## config.mk

```make
export PLATFORM = sky130hd
export DESIGN_NAME = strap_boot_seq
export DESIGN_NICKNAME = d
export VERILOG_FILES = /design/src/rtl/strap_pkg.sv /design/src/rtl/strap_filter.sv /design/src/rtl/settle_timer.sv /design/src/rtl/pad_mux.sv /design/src/rtl/strap_boot_seq.sv
export SDC_FILE = /design/constraint.sdc
export NUM_CORES = 1
export LEC_CHECK = 0
export BUFFER_PORTS_ARGS = -buffer_cell sky130_fd_sc_hd__clkbuf_2
export CORE_UTILIZATION = 59
export CTS_CLUSTER_SIZE = 20
export DETAILED_ROUTE_END_ITERATION = 10
export PLACE_DENSITY = 0.82
export SLEW_MARGIN = 20
export SYNTH_ARGS = -nofsm -noshare
export SYNTH_HDL_FRONTEND = slang
export SYNTH_SLANG_ARGS = --single-unit
```

## constraint.sdc

```tcl
create_clock -name clk -period 3.8 [get_ports clk]
set_clock_uncertainty 0.2 [all_clocks]
set_input_delay 0.19 -clock clk [delete_from_list [all_inputs] [get_ports clk]]
set_output_delay 0.19 -clock clk [all_outputs]
set_load 0.005 [all_outputs]
```

## src/rtl/strap_pkg.sv

```systemverilog
package strap_pkg;
   localparam int NUM_PADS   = 3;
   localparam int PAD_RATE   = 0;
   localparam int PAD_SPREAD = 1;
   localparam int PAD_OE     = 2;

   typedef enum logic [1:0] {
      PH_HOLD    = 2'd0,
      PH_SAMPLE  = 2'd1,
      PH_LATCHED = 2'd2
   } filt_phase_e;
endpackage

```

## src/rtl/strap_filter.sv

```systemverilog
module strap_filter
   import strap_pkg::*;
#(
   parameter int W     = 3,
   parameter int DELAY = 4
) (
   input  logic         clk,
   input  logic         rst_n,
   input  logic [W-1:0] strap_in,
   output logic [W-1:0] latched,
   output logic         valid
);
   localparam int DW = (DELAY < 2) ? 1 : $clog2(DELAY + 1);

   generate
      if (DELAY < 1) begin : g_bad_delay
         $error("strap_filter: DELAY must be at least 1");
      end
      if (W < 1) begin : g_bad_width
         $error("strap_filter: W must be at least 1");
      end
   endgenerate

   filt_phase_e   phase;
   logic [DW-1:0] dly;
   logic [W-1:0]  prev;
   logic          have_prev;

   always_ff @(posedge clk or negedge rst_n) begin
      if (!rst_n) begin
         phase     <= PH_HOLD;
         dly       <= '0;
         prev      <= '0;
         have_prev <= 1'b0;
         latched   <= '0;
         valid     <= 1'b0;
      end else begin
         case (phase)
            PH_HOLD: begin
               if (dly == DW'(DELAY - 1)) phase <= PH_SAMPLE;
               else                       dly   <= dly + 1'b1;
            end
            PH_SAMPLE: begin
               prev      <= strap_in;
               have_prev <= 1'b1;
               if (have_prev && (strap_in == prev)) begin
                  latched <= strap_in;
                  valid   <= 1'b1;
                  phase   <= PH_LATCHED;
               end
            end
            default: ;
         endcase
      end
   end

   AST_LATCH_HOLD: assert property (@(posedge clk) disable iff (!rst_n)
      (valid && $past(valid)) |-> $stable(latched));

   AST_TWO_AGREE: assert property (@(posedge clk) disable iff (!rst_n)
      $rose(valid) |-> ($past(strap_in) == latched && $past(strap_in, 2) == latched));
endmodule

```

## src/rtl/settle_timer.sv

```systemverilog
module settle_timer #(
   parameter int COUNT = 28636
) (
   input  logic clk,
   input  logic rst_n,
   input  logic start,
   output logic done
);
   localparam int CW = $clog2(COUNT + 1);

   generate
      if (COUNT < 2) begin : g_bad_count
         $error("settle_timer: COUNT must be at least 2");
      end
   endgenerate

   logic [CW-1:0] cnt;

   always_ff @(posedge clk or negedge rst_n) begin
      if (!rst_n) begin
         cnt  <= '0;
         done <= 1'b0;
      end else if (start && !done) begin
         if (cnt == CW'(COUNT - 1)) done <= 1'b1;
         else                       cnt  <= cnt + 1'b1;
      end
   end

   AST_DONE_STICKY: assert property (@(posedge clk) disable iff (!rst_n)
      done |=> done);
endmodule

```

## src/rtl/pad_mux.sv

```systemverilog
module pad_mux
   import strap_pkg::*;
#(
   parameter int W = NUM_PADS
) (
   input  logic         done,
   input  logic         oe_strap,
   input  logic         rate_24m,
   input  logic         src_ref,
   input  logic         src_48,
   input  logic         src_24,
   output logic [W-1:0] pad_oe,
   output logic [W-1:0] pad_out
);
   generate
      if (W != NUM_PADS) begin : g_bad_width
         $error("pad_mux: W must equal NUM_PADS");
      end
   endgenerate

   logic drive;
   assign drive = done & oe_strap;

   for (genvar g = 0; g < W; g++) begin : g_pad
      logic src;
      if (g == PAD_OE) begin : g_rate
         assign src = rate_24m ? src_24 : src_48;
      end else begin : g_ref
         assign src = src_ref;
      end
      assign pad_oe[g]  = drive;
      assign pad_out[g] = drive & src;
   end

   always_comb begin
      AST_NO_DRIVE_EARLY: assert (done || (pad_oe == '0 && pad_out == '0));
      AST_GLOBAL_OFF: assert (oe_strap || pad_oe == '0);
   end
endmodule

```

## src/rtl/strap_boot_seq.sv

```systemverilog
module strap_boot_seq
   import strap_pkg::*;
#(
   parameter int SETTLE_CYCLES = 28636,
   parameter int SAMPLE_DELAY  = 4
) (
   input  logic       clk,
   input  logic       rst_n,
   input  logic [2:0] pad_in,
   input  logic       src_ref,
   input  logic       src_48,
   input  logic       src_24,
   output logic [2:0] pad_out,
   output logic [2:0] pad_oe,
   output logic       rate_24m,
   output logic       spread_en,
   output logic       outputs_enable,
   output logic       straps_valid,
   output logic       settle_done
);
   logic [NUM_PADS-1:0] straps;

   strap_filter #(.W(NUM_PADS), .DELAY(SAMPLE_DELAY)) u_filter (
      .clk      (clk),
      .rst_n    (rst_n),
      .strap_in (pad_in),
      .latched  (straps),
      .valid    (straps_valid)
   );

   settle_timer #(.COUNT(SETTLE_CYCLES)) u_timer (
      .clk   (clk),
      .rst_n (rst_n),
      .start (straps_valid),
      .done  (settle_done)
   );

   assign rate_24m       = straps[PAD_RATE];
   assign spread_en      = straps_valid & ~straps[PAD_SPREAD];
   assign outputs_enable = settle_done & straps[PAD_OE];

   pad_mux #(.W(NUM_PADS)) u_mux (
      .done     (settle_done),
      .oe_strap (straps[PAD_OE]),
      .rate_24m (rate_24m),
      .src_ref  (src_ref),
      .src_48   (src_48),
      .src_24   (src_24),
      .pad_oe   (pad_oe),
      .pad_out  (pad_out)
   );

   AST_DONE_AFTER_CAPTURE: assert property (@(posedge clk) disable iff (!rst_n)
      settle_done |-> straps_valid);

   AST_VALID_STICKY: assert property (@(posedge clk) disable iff (!rst_n)
      straps_valid |=> straps_valid);
endmodule

```

==> After elaboration in Yosys (flattened, before gate mapping) <==
Cells that the tools add are included.
{ "word_totals": {"out_inout_bits": 11, "wordCells": 37, "register_bits": 29} }
{ "classes": {"addsub": 2, "muxes": 4, "n_bitwise": 7, "reduce_logical": 10, "n_eq_ne": 6} }
{ "ops": {"columns": ["cell", "count"], "rows": [
  ["adder 15 x 1 -> 15 bit, second input constant", 1],
  ["== test 15 bit, second input constant", 1],
  ["AND reduction 2 bit", 4],
  ["bitwise AND 1 bit", 4],
  ["2-to-1 mux 2 bit", 2],
  ["inequality test 2 x 1 -> 1 bit, second input constant", 2],
  ["case mux 2 bit (2 select lines)", 1],
  ["adder 3 x 1 -> 3 bit, second input constant", 1],
  ["== test 3 x 2 -> 1 bit, second input constant", 1],
  ["== test 3 bit", 1],
  ["NOT 1 bit", 3],
  ["AND reduction 3 bit", 1],
  ["== test 2 x 1 -> 1 bit, second input constant", 1],
  ["logical AND 1 bit", 2],
  ["zero test 2 bit", 1],
  ["nonzero test 2 bit", 1],
  ["zero test 1 bit", 1],
  ["2-to-1 mux 1 bit", 1]
]} }

==> Longest topological paths before layout <==
{ "depth": {"depth_word": 4, "depth_mapped": 5} }

==> Cells and area by module <==
Synthesis repeated with hierarchy kept, for this count alone.
{ "unflattened": {"cells_unflattened": 109, "area_unflattened_um2": 1383.8} }
{ "by_module_without_submodules": {"columns": ["mod", "n_inst", "seq_area_each_um2", "cells_each", "area_each_um2"], "rows": [
  ["settle_timer", 1, 400.4, 61, 755.7],
  ["strap_filter", 1, 325.3, 38, 549.3],
  ["pad_mux", 1, 0.0, 8, 58.8],
  ["strap_boot_seq", 1, 0.0, 2, 20.0]
]} }

==> Worst setup path after synthesis <==
Ideal clock, no wire load.
{ "synth_timing": {"path_kind": "register to register", "startpoint": "reg u_timer.cnt[0]", "endpoint": "reg u_timer.cnt[1]", "path_buffers": 0, "synth_period_minus_slack_ps": 1723, "t_arrival_ps": 1398, "required_ps": 3475, "slack_ps": 2077, "path_stages_with_launch": 6, "cell_sequence": "dfrtp_1 ha_1 nand4bb_1 nor4_4 nor2_2 mux2_4"} }
{ "synth_via": {"elab_chain_len": 3} }
{ "synth_rtl": {"columns": ["element", "line", "text"], "rows": [
  ["from (decl)", "settle_timer.sv:17", "logic [CW-1:0] cnt;"],
  ["from (signal assigned)", "settle_timer.sv:25", "else cnt <= cnt + 1'b1;"],
  ["branches (longest 3 deep; another with adder 15 x 1 -> 15 bit)", null, null]
]} }
Several ways; the timed one is not identified.
A chain may end at the register's enable or synchronous reset.

==> Worst setup path after layout <==
Ends and elaborated chain as after synthesis.

==> results.tsv <==
metric	value	unit
viasPerCell	5.27	
start_util	65.6	%
hold-worst-slack	0.252	ns
worst_path_dominant_cell_family	simple AND/OR/NAND/NOR gates	
drt_first_pass_iters	4	
clock-root-buffer	clkbuf_4	
track_usage	21.6	%
clk_path_buf_depth	2	
syn-num-nets	122	
status	completed	
worst_slew_pin_slew	0.698	ns
rsz0062_at_grt	no	
end_kind	flop	
io_buffers	18	
cp.required	3.81	ns
core.rowCount	16	
setup_tns	0	ns
yosys_register_bits	29	
synth_flop_cell	dfrtp_1	
path_clk_slew	0.09	ns
synth_warnings	0	
critPathKind	reg2reg	
clk_latency	0.32	ns
cts.sinks	29	
crit_path_top_delay_cell	dfrtp_1	
synthCells	111	
worstSetupStartpointType	flop	
grt_overflow	0	
timing.slew.headroom	53.5	%
syn2layout_area_growth	13.5	%
detail_route.wl_per_cell	13.0	um
dieArea	0.00249	mm2
wl	2130	um
ant_nets	0	
grt_pass1_vias	854	
report.final.slew_viol_count	0	
fp.dieH	49.9	um
final_net_count	147	
crit_fanout	4	
drv_cap	0	
cts_tree	built	
drc	0	
synth-seq-area-share	53.7	%
numCtsBuffers	5	
postCtsSetupBuffers	0	
path_cells	ha_1, nand4bb_1, nor4_4, nor2_2, mux2_4	
grt_first_pass_wirelength	3840	um
layout-drive-gt1-share	28.5	%
drt-initial-drc-count	9	
synth-edff-count	0	
globalplace.congestion	0.814	
grt_max_degree	30	
netlist_area	0.00135	mm2
syn_avg_cell_area	12.2	um2
arrival	1.87	ns
layout_min_cycle_time	1.86	ns
ios	19	
antennaDiodeCount	0	
hold_viol	0	
dpl.hpwl	1500	um
htreeDepth	2	
die_x	49.9	um
core	0.00206	mm2
synthDistinctLibCells	31	
p_leak	0.769	nW
finalSetupViolations	0	
async_flop_share	100	%
power_density	617	mW/mm2
path_buf_inv	0	
min_path_type	in2async	
antenna_found_initial	0	
timing.final.crit_share	49.0	%
cpPeakStageDelay	0.39	ns
via_count	865	
clock.fmax	0.538	GHz
ir_drop	482	uV
==> report_power, final <==
| group | switching [mW] | leakage, nW | internal (mW) |
|---|---|---|---|
| registers | 0.0896 | 0.359 | 0.411 |
| logic | 0.122 | 0.383 | 0.156 |
| clock network | 0.0965 | 0.0265 | 0.0736 |
| total | 0.308 | 0.769 | 0.640 |
==> layout make-up <==
type | count | area [um2]
Clock buffer | 8 | 48.8
Fill cell | 138 | 527
Inverter | 4 | 15.0
Multi-Input combinational cell | 74 | 582
Sequential cell | 29 | 726
Tap cell | 27 | 33.8
Timing Repair Buffer | 22 | 130
==> timing repair <==
item	4_1_cts	5_1_grt
hold buffers	4	0
resized for setup	0	0
hold endpoints to repair	35	0
==> worst paths after layout <==
| check | start | end | slack, ns | depth (start not counted) |
|---|---|---|---|---|
| setup / recovery | u_timer.cnt[0] | u_timer.cnt[1] | 1.94 | 5 |
| hold / removal | rst_n | u_filter.prev[2] | 0.25 | 2 |
| setup reg to reg | u_timer.cnt[0] | u_timer.cnt[1] | 1.94 | 5 |
| hold reg to reg | u_filter.have_prev | u_filter.have_prev | 0.28 | 1 |
| max in group asynchronous | rst_n | u_timer.cnt[13] | 2.70 | 2 |
| min in group clk | u_filter.have_prev | u_filter.have_prev | 0.28 | 1 |
==> cell usage in the layout (no fill, tap or decap), drive strengths merged, types with 2 or more instances in the layout <==
master / n
nand3: 7
ha: 3
dfrtp: 29
nand2: 5
dlygate4sd3: 4
nand4b: 2
and3: 4
or2: 3
mux2: 8
clkbuf: 26
inv: 4
nand4: 2
xnor2: 9
nor2b: 3
nor2: 5
nor3: 3
xor2: 9
==> cells by family (layout without fill, tap and decap cells) <==
logic type	Yosys count	after routing	synth area share, %
AOI/OAI and AO/OA	3	3	1.29
buffers and inverters	8	34	3.33
xor gates and xnor gates	18	18	11.7
and+or+nand+nor	41	41	19.6
DFF	29	29	53.7
adders and majority gates	3	3	2.78
muxes	9	9	7.68
==> registers in the layout, summed over array words and instances (netlist names) <==
signal,count
u_timer.cnt,15
u_filter.dly,3
u_filter.latched,3
u_filter.prev,3
u_filter.phase,2
u_filter.have_prev,1
u_filter.valid,1
u_timer.done,1
==> routing by layer <==
layer / track usage, % / wire (um) / vias up
li1: - / - / 427
met1: 27.0 / 1010 / 409
met2: 33.6 / 975 / 23
met3: 9.26 / 115 / 6
met4: 7.14 / 35 / 0
met5: 0 / 0 / -
==> stage by stage <==
step           worst slack (ns)  cell area (um2)  utilization [%]  power, mW  instances
6_report                   1.94             1540             74.5      0.948        164
5_1_grt                    1.86             1540             74.5       1.02        164
4_1_cts                    1.92             1540             74.5      0.953        164
3_5_place_dp               1.94             1450             70.1      0.778        152
3_3_place_gp               2.00             1450             70.1      0.759        152
2_1_floorplan              2.08             1350                -      0.697        111
==> worst reg2reg max path, stage by stage, from the launching register on <==
cell and delay, ns:
dfrtp_1 0.39, ha_1 0.21, nand4bb_1 0.16, nor4_4 0.39, nor2_2 0.09, mux2_4 0.30
==> synthesized netlist by cell type, drive strengths merged, types with 3 or more instances <==
master | count | area share (%)
nand2 | 5 | 1.4
nor2b | 3 | 1.4
and3 | 4 | 1.8
buf | 4 | 2.2
nor3 | 3 | 1.5
mux2 | 8 | 6.9
nand3 | 7 | 2.6
xor2 | 9 | 5.8
inv | 4 | 1.1
xnor2 | 9 | 5.8
nor2 | 5 | 1.6
dfrtp | 29 | 54
ha | 3 | 2.8
or2 | 3 | 1.4
Note: power is estimated with default switching activity, not from simulation.
